## config.mk

```make
export PLATFORM = sky130hd
export DESIGN_NAME = shrot_unit
export DESIGN_NICKNAME = d
export VERILOG_FILES = /design/src/rtl/shrot_pkg.sv /design/src/rtl/shrot_lsl.sv /design/src/rtl/shrot_ror.sv /design/src/rtl/shrot_unit.sv
export SDC_FILE = /design/constraint.sdc
export NUM_CORES = 1
export LEC_CHECK = 0
export ABC_AREA = 1
export BUFFER_PORTS_ARGS = -buffer_cell sky130_fd_sc_hd__buf_2
export CAP_MARGIN = 20
export CORE_ASPECT_RATIO = 1.25
export CORE_MARGIN = 1.5
export CORE_UTILIZATION = 63
export CTS_CLUSTER_DIAMETER = 100
export DETAILED_ROUTE_END_ITERATION = 8
export PLACE_DENSITY = 0.88
export SYNTH_ARGS = -nofsm -noshare
export SYNTH_HDL_FRONTEND = slang
export SYNTH_SLANG_ARGS = --single-unit
```

## constraint.sdc

```tcl
create_clock -name clk -period 2.7 [get_ports clk]
set_input_delay 0.135 -clock clk [delete_from_list [all_inputs] [get_ports clk]]
set_output_delay 0.135 -clock clk [all_outputs]
set_load 0.1 [all_outputs]
```

## src/rtl/shrot_pkg.sv

```systemverilog
package shrot_pkg;
  typedef enum logic {
    OP_LSL = 1'b0,
    OP_ROR = 1'b1
  } shrot_op_e;

  localparam int unsigned DATA_W_DEF = 32;
  localparam int unsigned AMT_W_DEF  = 8;
endpackage

```

## src/rtl/shrot_lsl.sv

```systemverilog
module shrot_lsl #(
  parameter int unsigned WIDTH = 32,
  parameter int unsigned AMT_W = 8
) (
  input  logic [WIDTH-1:0] opnd,
  input  logic [AMT_W-1:0] amt,
  input  logic             cin,
  output logic [WIDTH-1:0] res,
  output logic             cout,
  output logic             we
);
  localparam int unsigned IDX_W = $clog2(WIDTH);
  localparam int unsigned STG   = IDX_W + 1;

  // extended vector: bit WIDTH catches the last bit shifted out
  logic [WIDTH:0] stg [STG+1];
  logic           far_out;
  logic [WIDTH:0] ext;

  assign stg[0] = {1'b0, opnd};

  generate
    for (genvar k = 0; k < STG; k++) begin : g_stage
      assign stg[k+1] = amt[k] ? (stg[k] << (1 << k)) : stg[k];
    end
  endgenerate

  assign far_out = |amt[AMT_W-1:STG];
  assign ext     = far_out ? '0 : stg[STG];

  always_comb begin
    we   = |amt;
    res  = ext[WIDTH-1:0];
    cout = we ? ext[WIDTH] : cin;
  end
endmodule

```

## src/rtl/shrot_ror.sv

```systemverilog
module shrot_ror #(
  parameter int unsigned WIDTH = 32,
  parameter int unsigned AMT_W = 8
) (
  input  logic [WIDTH-1:0] opnd,
  input  logic [AMT_W-1:0] amt,
  input  logic             cin,
  output logic [WIDTH-1:0] res,
  output logic             cout,
  output logic             we
);
  localparam int unsigned IDX_W = $clog2(WIDTH);

  function automatic logic [WIDTH-1:0] rotr_by(input logic [WIDTH-1:0] v, input int unsigned s);
    return (v >> s) | (v << (WIDTH - s));
  endfunction

  logic [WIDTH-1:0] stg [IDX_W+1];

  assign stg[0] = opnd;

  // only amount mod WIDTH matters for the rotated value
  generate
    for (genvar k = 0; k < IDX_W; k++) begin : g_stage
      assign stg[k+1] = amt[k] ? rotr_by(stg[k], 1 << k) : stg[k];
    end
  endgenerate

  always_comb begin
    we   = |amt;
    res  = stg[IDX_W];
    // last bit rotated lands in the top position, also for multiples of WIDTH
    cout = we ? stg[IDX_W][WIDTH-1] : cin;
  end
endmodule

```

## src/rtl/shrot_unit.sv

```systemverilog
module shrot_unit
  import shrot_pkg::*;
#(
  parameter int unsigned WIDTH = DATA_W_DEF,
  parameter int unsigned AMT_W = AMT_W_DEF
) (
  input  logic             clk,
  input  logic             rst_n,
  input  logic [WIDTH-1:0] operand,
  input  logic [AMT_W-1:0] amount,
  input  logic             op_sel,
  input  logic             carry_in,
  output logic [WIDTH-1:0] result,
  output logic             carry_out,
  output logic             carry_we
);
  shrot_op_e        op;
  logic [WIDTH-1:0] lsl_res, ror_res, sel_res;
  logic             lsl_c, ror_c, lsl_we, ror_we, sel_c, sel_we;
  logic             primed;

  assign op = shrot_op_e'(op_sel);

  shrot_lsl #(.WIDTH(WIDTH), .AMT_W(AMT_W)) u_lsl (
    .opnd(operand), .amt(amount), .cin(carry_in),
    .res(lsl_res), .cout(lsl_c), .we(lsl_we)
  );

  shrot_ror #(.WIDTH(WIDTH), .AMT_W(AMT_W)) u_ror (
    .opnd(operand), .amt(amount), .cin(carry_in),
    .res(ror_res), .cout(ror_c), .we(ror_we)
  );

  always_comb begin
    if (op == OP_ROR) begin
      sel_res = ror_res; sel_c = ror_c; sel_we = ror_we;
    end else begin
      sel_res = lsl_res; sel_c = lsl_c; sel_we = lsl_we;
    end
  end

  always_ff @(posedge clk) begin
    if (!rst_n) begin
      result    <= '0;
      carry_out <= 1'b0;
      carry_we  <= 1'b0;
      primed    <= 1'b0;
    end else begin
      result    <= sel_res;
      carry_out <= sel_c;
      carry_we  <= sel_we;
      primed    <= 1'b1;
    end
  end

  assert_reset_clear_R10: assert property (@(posedge clk)
    !rst_n |=> (result == '0 && !carry_out && !carry_we));

  assert_zero_amount_R3: assert property (@(posedge clk) disable iff (!rst_n)
    (primed && $past(amount) == '0) |->
      (result == $past(operand) && carry_out == $past(carry_in) && !carry_we));

  assert_strobe_nonzero_R9: assert property (@(posedge clk) disable iff (!rst_n)
    primed |-> (carry_we == ($past(amount) != '0)));

  assert_lsl_wide_zero_R4: assert property (@(posedge clk) disable iff (!rst_n)
    (primed && !$past(op_sel) && $past(amount) >= AMT_W'(WIDTH)) |-> (result == '0));

  assert_lsl_far_carry_R5: assert property (@(posedge clk) disable iff (!rst_n)
    (primed && !$past(op_sel) && $past(amount) > AMT_W'(WIDTH)) |-> !carry_out);

  assert_ror_carry_top_R6: assert property (@(posedge clk) disable iff (!rst_n)
    (primed && $past(op_sel) && carry_we) |-> (carry_out == result[WIDTH-1]));
endmodule

```

==> reports/qor.txt <==
Routed wire per std cell: 17.82 µm
Antenna Cells: 0
Final #Nets: 909
RSZ-0062 raised after global routing: false
Mapped Nets: 872
Initial antenna violation count: 0
Hold WS: 0.08949 ns
WS Path Type: in2reg
Die footprint: 7620 µm²
Die Span X: 78.38 µm
CP Launch Type: input port
Core ar.: 6934 µm²
Crit path time final: 1.866 ns
CTS tree: yes
Initial Util: 64.53%
# IOs: 78
Iteration count of the initial detailed-routing pass: 9
Worst Path Required: 2.82 ns
Share of layout cells above drive strength 1: 14.55%
Initial DRC count: 909
CTS resizes: 0
Clock Sink Count: 34
Register area share after synthesis: 15.21%
First-pass GRT wire length: 26990 µm
Post-Synthesis Cells: 828
CP Data Arrival Time: 1.99 ns
Final GP Congestion: 1.117
Via count: 6344
Hold-fix buffers, CTS: 0
Pleak: 2.400 nW
Max-cap viol count: 0
Reg clk slew, reported paths: 0.07 ns
Number of remaining DRC errors: 0
Longest Clk Path Bufs: 2
Core Util, Final: 68.93%
Non-Filler Instances: 956
# setup viols final: 0
Total CTS buffers: 5
Final hold vios: 0
Synthesis Warnings: 0
Final wirelength: 17040 µm
Pwr dens: 426.1 nW/µm²
Site Rows: 34
Number of H-tree levels: 2
Routed Antenna Nets: 0
Worst vdd ir: 0.3763 mV
Vias in the first global route: 5444
Max-slew headroom: 32.45%
CP Max Fanout: 34
Port Buffers: 77
Area delta synth->final: 6.823%
Gr ovfl total: 0
Largest net degree at the start of global routing: 70
Fillers: 682
Post-route clock period utilization: 69.10%
Clk root buf: clkbuf_8
Average vias per placed instance: 6.636
Status: complete, no violations
Die Span Y: 97.22 µm
Placed instance count: 948
Mapped Avg Cell Area: 5.404 µm²
Worst hold path class: in2reg
Final setup TNS: 0 ns
Overall Global Routing Usage: 44.48%
Hold depth: 3
Post-CTS setup buffers: 0
Synthesized flop and latch total: 34
Worst slew pin tran: 1.012 ns
Crit. End Element: flop
Post-synthesis cell area: 4474 µm²
Post-detail-place hpwl: 12670 µm
Max Freq: 536.0 MHz
Pins Over Slew Limit: 0
Cell variety after synth: 32
[worst max-delay path: stages]
cell	delay (ns)
buf_2	0.48
inv_8	0.19
nand2_1	0.27
nand3_1	0.16
nand3_1	0.18
nand3_1	0.09
nand2_1	0.18
nand2_1	0.08
nand3_1	0.11
a21oi_1	0.08
[flip-flops by register name (all words and copies together), names as in the netlist]
| register | cells |
|---|---|
| carry_we | 1 |
| result | 32 |
| carry_out | 1 |
[cell families after synthesis]
logic type,share of synthesized area [%]
compound gates,9.228
buf+inv,10.54
flops,15.21
simple gates,65.02
[power breakdown]
group | leakage, nW | switching, mW | internal (mW)
sequential | 0.281 | 0.00750 | 0.536
combinational | 2.07 | 0.836 | 0.260
clock | 0.0482 | 0.191 | 0.206
total | 2.40 | 1.03 | 1.00
[synthesized netlist by cell type, drive strengths merged]
master / instances / area share (%)
clkbuf: 19 / 1.8
nand3: 332 / 37
nor2: 31 / 3.3
o21ai: 22 / 2.5
o21a: 2 / 0.34
o211ai: 6 / 1.1
nand2: 263 / 23
or2: 1 / 0.14
and2: 5 / 0.81
and3: 1 / 0.14
buf: 42 / 6.9
a21oi: 46 / 5.2
dfxtp: 34 / 15
inv: 20 / 1.8
nor3: 4 / 0.45
[layer usage]
metal / part of all wire, % / global-route usage, %
met1: 38 / 59.59
met2: 42 / 67.29
met3: 14 / 10.05
met4: 6.0 / 20.33
met5: 0 / 0
[cell usage in the layout, fill, tap and decap left out]
master,instances
and3_1,1
clkbuf_8,6
inv_2,4
o21a_1,2
nand2_1,250
clkbuf_1,1
nor2_2,1
and2_1,3
buf_2,77
o211ai_2,1
inv_8,1
o21ai_1,9
nand2_2,11
nor3_1,4
dfxtp_1,34
or2_1,1
o211ai_1,5
o21ai_2,1
inv_1,15
nand3_1,332
nor2_1,26
and2_4,2
a21oi_2,1
o21ai_0,12
nand2_4,2
buf_4,14
a21oi_1,45
clkinv_2,1
nor2_4,4
[per-stage QoR]
stage	power, mW	cell area, µm²	setup slack, ns
6_report	2.036	4780	0.8342
2_1_floorplan	1.391	4474	1.433
3_5_place_dp	1.608	4688	0.6725
3_3_place_gp	1.593	4688	0.7326
5_1_grt	2.139	4780	0.7098
4_1_cts	1.989	4780	0.9797
[final cells by class]
| type | count | area [µm²] | share of cell area (%) |
|---|---|---|---|
| Timing Repair Buffer | 91 | 490.5 | 10.26 |
| Tap cell | 90 | 112.6 | 2.356 |
| Sequential cell | 34 | 680.7 | 14.24 |
| Clock buffer | 7 | 86.33 | 1.806 |
| Multi-Input combinational cell | 713 | 3322 | 69.50 |
| Inverter | 20 | 82.58 | 1.728 |
| Clock inverter | 1 | 5.005 | 0.1047 |
[final timing paths]
path	start	endpoint	slack, ns
worst max-delay path	amount[0]	result[16]$_SDFF_PN0_	0.83
worst min-delay path	rst_n	carry_out$_SDFF_PN0_	0.09
(Power assumes the default switching activity.)
